`src/rtl/ent_pkg.sv`:
```
package ent_pkg;
  localparam int MODE_W  = 5;
  localparam int NM_BIT  = 7;
  localparam int FM_BIT  = 6;
  localparam int N_BANK  = 2;
  localparam int BANK_NRM = 0;
  localparam int BANK_FST = 1;

  localparam logic [MODE_W-1:0] MODE_USR = 5'h10;
  localparam logic [MODE_W-1:0] MODE_FST = 5'h11;
  localparam logic [MODE_W-1:0] MODE_NRM = 5'h12;
  localparam logic [MODE_W-1:0] MODE_KRN = 5'h13;

  typedef enum logic [2:0] {
    ACT_IDLE,
    ACT_NRM,
    ACT_FST,
    ACT_RET,
    ACT_CTL
  } act_e;
endpackage

```
`src/rtl/ent_arb.sv`:
```
module ent_arb
  import ent_pkg::*;
(
  input  logic              nrm_req_i,
  input  logic              fst_req_i,
  input  logic              ret_i,
  input  logic              ctl_wr_i,
  input  logic              nrm_msk_i,
  input  logic              fst_msk_i,
  input  logic [MODE_W-1:0] mode_i,
  output act_e              act_o
);
  logic ret_ok, fst_ok, nrm_ok, priv;

  assign ret_ok = ret_i && (mode_i == MODE_FST || mode_i == MODE_NRM);
  assign fst_ok = fst_req_i && !fst_msk_i;
  assign nrm_ok = nrm_req_i && !nrm_msk_i;
  assign priv   = (mode_i != MODE_USR);

  always_comb begin
    if (ret_ok)                act_o = ACT_RET;
    else if (fst_ok)           act_o = ACT_FST;
    else if (nrm_ok)           act_o = ACT_NRM;
    else if (ctl_wr_i && priv) act_o = ACT_CTL;
    else                       act_o = ACT_IDLE;
  end
endmodule

```
`src/rtl/ent_bank.sv`:
```
module ent_bank #(
  parameter int SR_W = 32,
  parameter int PC_W = 32
) (
  input  logic            clk,
  input  logic            rst_n,
  input  logic            cap_i,
  input  logic [SR_W-1:0] sr_i,
  input  logic [PC_W-1:0] pc_i,
  output logic [SR_W-1:0] saved_o,
  output logic [PC_W-1:0] link_o
);
  always_ff @(posedge clk) begin
    if (!rst_n) begin
      saved_o <= '0;
      link_o  <= '0;
    end else if (cap_i) begin
      saved_o <= sr_i;
      link_o  <= pc_i;
    end
  end

  AST_BANK_CAPTURE: assert property (@(posedge clk) disable iff (!rst_n)
    cap_i |=> (saved_o == $past(sr_i)) && (link_o == $past(pc_i)));
  AST_BANK_HOLD: assert property (@(posedge clk) disable iff (!rst_n)
    !cap_i |=> $stable(saved_o) && $stable(link_o));
endmodule

```
`src/rtl/ent_ctrl.sv`:
```
module ent_ctrl
  import ent_pkg::*;
#(
  parameter int SR_W    = 32,
  parameter int PC_W    = 32,
  parameter int NRM_VEC = 32'h18,
  parameter int FST_VEC = 32'h1C
) (
  input  logic            clk,
  input  logic            rst_n,
  input  logic            nrm_req_i,
  input  logic            fst_req_i,
  input  logic [PC_W-1:0] pc_i,
  input  logic            ret_i,
  input  logic            ctl_wr_i,
  input  logic [7:0]      ctl_wdata_i,
  output logic [SR_W-1:0] status_o,
  output logic            pc_load_o,
  output logic [PC_W-1:0] pc_target_o,
  output logic [SR_W-1:0] nrm_saved_o,
  output logic [PC_W-1:0] nrm_link_o,
  output logic [SR_W-1:0] fst_saved_o,
  output logic [PC_W-1:0] fst_link_o
);
  localparam logic [SR_W-1:0] SR_RST =
    SR_W'((1 << NM_BIT) | (1 << FM_BIT)) | SR_W'(MODE_KRN);
  localparam logic [PC_W-1:0] NRM_PC = PC_W'(NRM_VEC);
  localparam logic [PC_W-1:0] FST_PC = PC_W'(FST_VEC);

  logic [SR_W-1:0]   sr_q, sr_d;
  logic              pcl_q, pcl_d;
  logic [PC_W-1:0]   pct_q, pct_d;
  logic [MODE_W-1:0] mode_w;
  act_e              act;
  logic [N_BANK-1:0] cap;
  logic [SR_W-1:0]   saved_w [N_BANK];
  logic [PC_W-1:0]   link_w  [N_BANK];
  logic              rb;

  assign mode_w = sr_q[MODE_W-1:0];

  ent_arb u_arb (
    .nrm_req_i (nrm_req_i),
    .fst_req_i (fst_req_i),
    .ret_i     (ret_i),
    .ctl_wr_i  (ctl_wr_i),
    .nrm_msk_i (sr_q[NM_BIT]),
    .fst_msk_i (sr_q[FM_BIT]),
    .mode_i    (mode_w),
    .act_o     (act)
  );

  assign cap[BANK_NRM] = (act == ACT_NRM);
  assign cap[BANK_FST] = (act == ACT_FST);

  for (genvar g = 0; g < N_BANK; g++) begin : g_bank
    ent_bank #(.SR_W(SR_W), .PC_W(PC_W)) u_bank (
      .clk     (clk),
      .rst_n   (rst_n),
      .cap_i   (cap[g]),
      .sr_i    (sr_q),
      .pc_i    (pc_i),
      .saved_o (saved_w[g]),
      .link_o  (link_w[g])
    );
  end

  assign rb = (mode_w == MODE_FST);

  always_comb begin
    sr_d  = sr_q;
    pcl_d = 1'b0;
    pct_d = pct_q;
    case (act)
      ACT_NRM: begin
        sr_d[NM_BIT]       = 1'b1;
        sr_d[MODE_W-1:0]   = MODE_NRM;
        pcl_d              = 1'b1;
        pct_d              = NRM_PC;
      end
      ACT_FST: begin
        sr_d[NM_BIT]       = 1'b1;
        sr_d[FM_BIT]       = 1'b1;
        sr_d[MODE_W-1:0]   = MODE_FST;
        pcl_d              = 1'b1;
        pct_d              = FST_PC;
      end
      ACT_RET: begin
        sr_d  = saved_w[rb];
        pcl_d = 1'b1;
        pct_d = link_w[rb];
      end
      ACT_CTL: sr_d[7:0] = ctl_wdata_i;
      default: ;
    endcase
  end

  always_ff @(posedge clk) begin
    if (!rst_n) begin
      sr_q  <= SR_RST;
      pcl_q <= 1'b0;
      pct_q <= '0;
    end else begin
      sr_q  <= sr_d;
      pcl_q <= pcl_d;
      pct_q <= pct_d;
    end
  end

  assign status_o    = sr_q;
  assign pc_load_o   = pcl_q;
  assign pc_target_o = pct_q;
  assign nrm_saved_o = saved_w[BANK_NRM];
  assign nrm_link_o  = link_w[BANK_NRM];
  assign fst_saved_o = saved_w[BANK_FST];
  assign fst_link_o  = link_w[BANK_FST];

  logic ret_take, fst_acc, nrm_acc;
  assign ret_take = ret_i && (mode_w == MODE_FST || mode_w == MODE_NRM);
  assign fst_acc  = fst_req_i && !sr_q[FM_BIT];
  assign nrm_acc  = nrm_req_i && !sr_q[NM_BIT];

  AST_FST_ENTRY: assert property (@(posedge clk) disable iff (!rst_n)
    (fst_acc && !ret_take) |=> (status_o[MODE_W-1:0] == MODE_FST) &&
      status_o[NM_BIT] && status_o[FM_BIT] && pc_load_o && (pc_target_o == FST_PC));
  AST_NRM_ENTRY: assert property (@(posedge clk) disable iff (!rst_n)
    (nrm_acc && !fst_acc && !ret_take) |=> (status_o[MODE_W-1:0] == MODE_NRM) &&
      status_o[NM_BIT] && (status_o[FM_BIT] == $past(sr_q[FM_BIT])) &&
      pc_load_o && (pc_target_o == NRM_PC));
  AST_MASKED_HOLD: assert property (@(posedge clk) disable iff (!rst_n)
    (!ret_take && !fst_acc && !nrm_acc && !(ctl_wr_i && mode_w != MODE_USR))
      |=> $stable(status_o) && !pc_load_o);
  AST_USER_WRITE: assert property (@(posedge clk) disable iff (!rst_n)
    (mode_w == MODE_USR && !fst_acc && !nrm_acc) |=> $stable(status_o));
  AST_RETURN: assert property (@(posedge clk) disable iff (!rst_n)
    ret_take |=> pc_load_o &&
      (status_o == $past(mode_w == MODE_FST ? fst_saved_o : nrm_saved_o)) &&
      (pc_target_o == $past(mode_w == MODE_FST ? fst_link_o : nrm_link_o)));
endmodule

```
`config.mk`:
```
export PLATFORM = sky130hd
export DESIGN_NAME = ent_ctrl
export DESIGN_NICKNAME = d
export VERILOG_FILES = /design/src/rtl/ent_pkg.sv /design/src/rtl/ent_arb.sv /design/src/rtl/ent_bank.sv /design/src/rtl/ent_ctrl.sv
export SDC_FILE = /design/constraint.sdc
export NUM_CORES = 1
export LEC_CHECK = 0
export ABC_AREA = 1
export BUFFER_PORTS_ARGS = -buffer_cell sky130_fd_sc_hd__buf_2
export CORE_ASPECT_RATIO = 0.5
export CORE_UTILIZATION = 45
export CTS_CLUSTER_DIAMETER = 120
export DETAILED_ROUTE_END_ITERATION = 10
export HOLD_SLACK_MARGIN = 0.06
export PLACE_DENSITY_LB_ADDON = 0.2
export SETUP_SLACK_MARGIN = 0.2
export SYNTH_ARGS = -nofsm -noshare
export SYNTH_HDL_FRONTEND = slang
export SYNTH_SLANG_ARGS = --single-unit
```
`constraint.sdc`:
```
create_clock -name clk -period 1.5 [get_ports clk]
set_input_delay 0.075 -clock clk [delete_from_list [all_inputs] [get_ports clk]]
set_output_delay 0.075 -clock clk [all_outputs]
set_load 0.01 [all_outputs]
```
==> results.sh <==
export IMPL_r2r_start="status_o[0]$_SDFFE_PN1P_"
export IMPL_clockRootBuffer="clkbuf_16"
export IMPL_fp_row_count=32
export IMPL_ys_ff_latch=193
export IMPL_outcome="finished, violations left"
export IMPL_yosysUniqueCellTypes=21
export IMPL_antennaDiodeCount=0
export IMPL_hp_class="input port to flip-flop"
export IMPL_grt_pass1_wl_mm=41.3
export IMPL_syn_num_nets=1044
export IMPL_powerDensity_nw_per_um2=1290
export IMPL_cap_violations=0
export IMPL_wl_per_cell_um=19.1
export IMPL_dr_total_vias=8678
export IMPL_path_clk_slew_ns=0.08
export IMPL_postSynthAreaPerCell_um2=7.54
export IMPL_hold_viol_final=0
export IMPL_firstDrtPassIters=5
export IMPL_drt_initial_drc_count=861
export IMPL_gp_congestion=0.869
export IMPL_nFillCells=1178
export IMPL_drive_above_1_share_pct=37.3
export IMPL_area_growth_syn_to_layout_pct=55.1
export IMPL_p_leak_nw=5.10
export IMPL_setup_slack_ns=-0.184
export IMPL_grtUsageTotal_pct=30.7
export IMPL_grt_antenna_before_repair=0
export IMPL_dieArea_um2=17300
export IMPL_dieWidth_um=185
export IMPL_tightest_slew_ns=0.505
export IMPL_netlist_area_um2=7530
export IMPL_portBuffers=238
export IMPL_period_needed_ns=1.68
export IMPL_viasPerCell=5.65
export IMPL_crit_path_end_kind="flip-flop"
export IMPL_violations="negative setup slack"
export IMPL_synth_top_cell_area_share_pct=51.3
export IMPL_cts_sinks=193
export IMPL_synth_area_top_cells="dfxtp_1 (51%), a21oi_1 (9.6%), nor2_1 (7.2%), nand2_1 (7.1%), o21ai_0 (6.8%)"
export IMPL_grt_pass1_vias=7758
export IMPL_wl_mm=29.4
export IMPL_start_util_pct=47.5
export IMPL_synth_edf_count=0
export IMPL_htreeDepth=4
export IMPL_r2r_slack_ns=-0.18
export IMPL_io_pins=239
export IMPL_overflow=0
export IMPL_dp_slack_ns=-0.101
export IMPL_hold_path_end="status_o[6]$_SDFFE_PN1P_"
export IMPL_hold_start="rst_n"
export IMPL_async_flop_share_pct=0
export IMPL_setup_viol=148
export IMPL_clock_fmax_mhz=594
export IMPL_r2r_cells=11
export IMPL_cts_buffers=17
export IMPL_synth_ff_type="dfxtp_1"
export IMPL_ir_drop_uv=950
export IMPL_clockBufferDepth=2
export IMPL_critPathKind="flip-flop to flip-flop"
export IMPL_layout_nets=1349
export IMPL_cts_tree="yes"
export IMPL_yosys_area_top_type="dfxtp_1"
export IMPL_cp_start_kind="flip-flop"
export IMPL_final_max_slew_viol_count=0
export IMPL_grt_max_degree=50
export IMPL_core_area_um2=15900
export IMPL_r2r_end="g_bank[0].u_bank.link_o[3]$_SDFFE_PN0P_"
export IMPL_rsz0062_at_grt="true"
export IMPL_insertion_delay_ns=0.43
export IMPL_die_y_um=93.5
export IMPL_final_antenna_net_count=0
export IMPL_finalClockSkew_ns=0.0130
export IMPL_ys_seq_area_share_pct=51.3
export IMPL_final_setup_tns_ns=-12.55
export IMPL_synth_warnings=0
export IMPL_hpwl_mm=15.6
export IMPL_slew_limit_headroom_pct=66.3
export IMPL_cp_arrival_ns=2.03
export IMPL_drc=0
export IMPL_min_path_cells=3
export IMPL_period_share_pct=112
export IMPL_worst_ep_required_time_ns=1.85
export IMPL_syn_inst=998
export IMPL_cp_max_fo=7
export IMPL_p_total_mw=15.1
[worst max-delay path: stages (launching register included)]
cell and delay [ns]:
dfxtp_4 0.40, inv_4 0.06, nand2_2 0.06, nand2_2 0.08
nand2_4 0.11, nand2_4 0.07, nor2_4 0.13, buf_6 0.12
buf_12 0.15, clkbuf_16 0.18, nand3_1 0.07, a21oi_1 0.18
[cell usage after synthesis, types with 2 or more instances]
cell type,n
dfxtp_1,193
a21oi_1,145
nor2_1,144
nand2_1,142
o21ai_0,102
nand3_1,76
clkbuf_1,51
inv_1,46
nand4_1,30
buf_2,27
o22ai_1,23
buf_6,3
o211ai_1,3
buf_4,2
clkinv_1,2
inv_2,2
nor2_4,2
o211a_1,2
[cells by family after synthesis]
logic type | Yosys count | share of synthesized area [%]
AOI/OAI and AO/OA | 275 | 18.9
buffers and inverters | 134 | 7.53
DFF | 193 | 51.3
and+or+nand+nor | 396 | 22.3
[layout make-up]
| cell class | instances | area [um2] | share of cell area, % |
|---|---|---|---|
| Sequential cell | 193 | 3880 | 33.2 |
| Multi-Input combinational cell | 672 | 3660 | 31.3 |
| Timing Repair Buffer | 369 | 3040 | 26.1 |
| Clock buffer | 21 | 460 | 3.94 |
| Tap cell | 221 | 277 | 2.37 |
| Inverter | 50 | 206 | 1.77 |
| Clock inverter | 11 | 150 | 1.29 |
[power breakdown]
| group | internal [mW] | switching (mW) |
|---|---|---|
| combinational | 2.08 | 2.57 |
| sequential | 5.43 | 0.292 |
| clock | 2.73 | 2.03 |
[registers in the layout, indices dropped and copies added, names as in the netlist]
register,cells
status_o,32
g_bank.u_bank.saved_o,64
pc_target_o,32
pc_load_o,1
g_bank.u_bank.link_o,64
[per-layer routing]
metal	wire [um]	track usage [%]	vias up
li1	-	-	3983
met1	12300	39.3	4154
met2	13700	50.3	466
met3	2610	7.40	75
met4	765	11.5	0
met5	0	0	-
[timing repair]
action                                 in CTS  in global routing
resized for setup                         101                148
setup buffers                              13                 10
cloned                                      8                 14
endpoints found under the hold margin      72                  0
setup endpoints to repair                 193                191
hold buffers                               40                  0
pin swaps                                  42                 62
[metrics by stage]
| step | hold WS, ns | std cells | cell area [um2] | util [%] |
|---|---|---|---|---|
| 5_1_grt | 0.173 | 1537 | 11700 | 73.7 |
| 3_3_place_gp | 0.323 | 1420 | 9170 | 57.9 |
| 6_report | 0.164 | 1537 | 11700 | 73.7 |
| 4_1_cts | 0.122 | 1513 | 10900 | 68.6 |
| 3_5_place_dp | 0.325 | 1420 | 9170 | 57.9 |
| 2_1_floorplan | 0.197 | 998 | 7610 | - |
[worst max path at each step]
stage | startpoint | endpoint | slack, ns | depth (start not counted)
2_1_floorplan | status_o[7]$_SDFFE_PN1P_ | g_bank[0].u_bank.link_o[10]$_SDFFE_PN0P_ | 0.14 | 9
3_3_place_gp | status_o[3]$_SDFFE_PN0P_ | g_bank[1].u_bank.saved_o[23]$_SDFFE_PN0P_ | -0.07 | 9
3_5_place_dp | status_o[2]$_SDFFE_PN0P_ | g_bank[1].u_bank.saved_o[24]$_SDFFE_PN0P_ | -0.10 | 9
4_1_cts | status_o[0]$_SDFFE_PN1P_ | g_bank[0].u_bank.saved_o[16]$_SDFFE_PN0P_ | -0.04 | 10
5_1_grt | status_o[0]$_SDFFE_PN1P_ | status_o[3]$_SDFFE_PN0P_ | -0.28 | 11
6_report | status_o[0]$_SDFFE_PN1P_ | g_bank[0].u_bank.link_o[3]$_SDFFE_PN0P_ | -0.18 | 11
[layout by cell type (no fill, tap or decap), types with 7 or more instances in the layout]
cell type,count
a21oi_1,105
a21oi_2,37
buf_12,20
buf_16,11
buf_2,238
buf_4,28
buf_6,16
clkbuf_16,27
dfxtp_1,187
dlygate4sd3_1,40
inv_1,38
nand2_1,127
nand2_2,9
nand3_1,68
nand3_2,7
nand4_1,30
nor2_1,101
nor2_2,20
nor2_4,25
o21ai_0,63
o21ai_1,35
o22ai_1,23
Note: power is estimated with default switching activity, not from simulation.
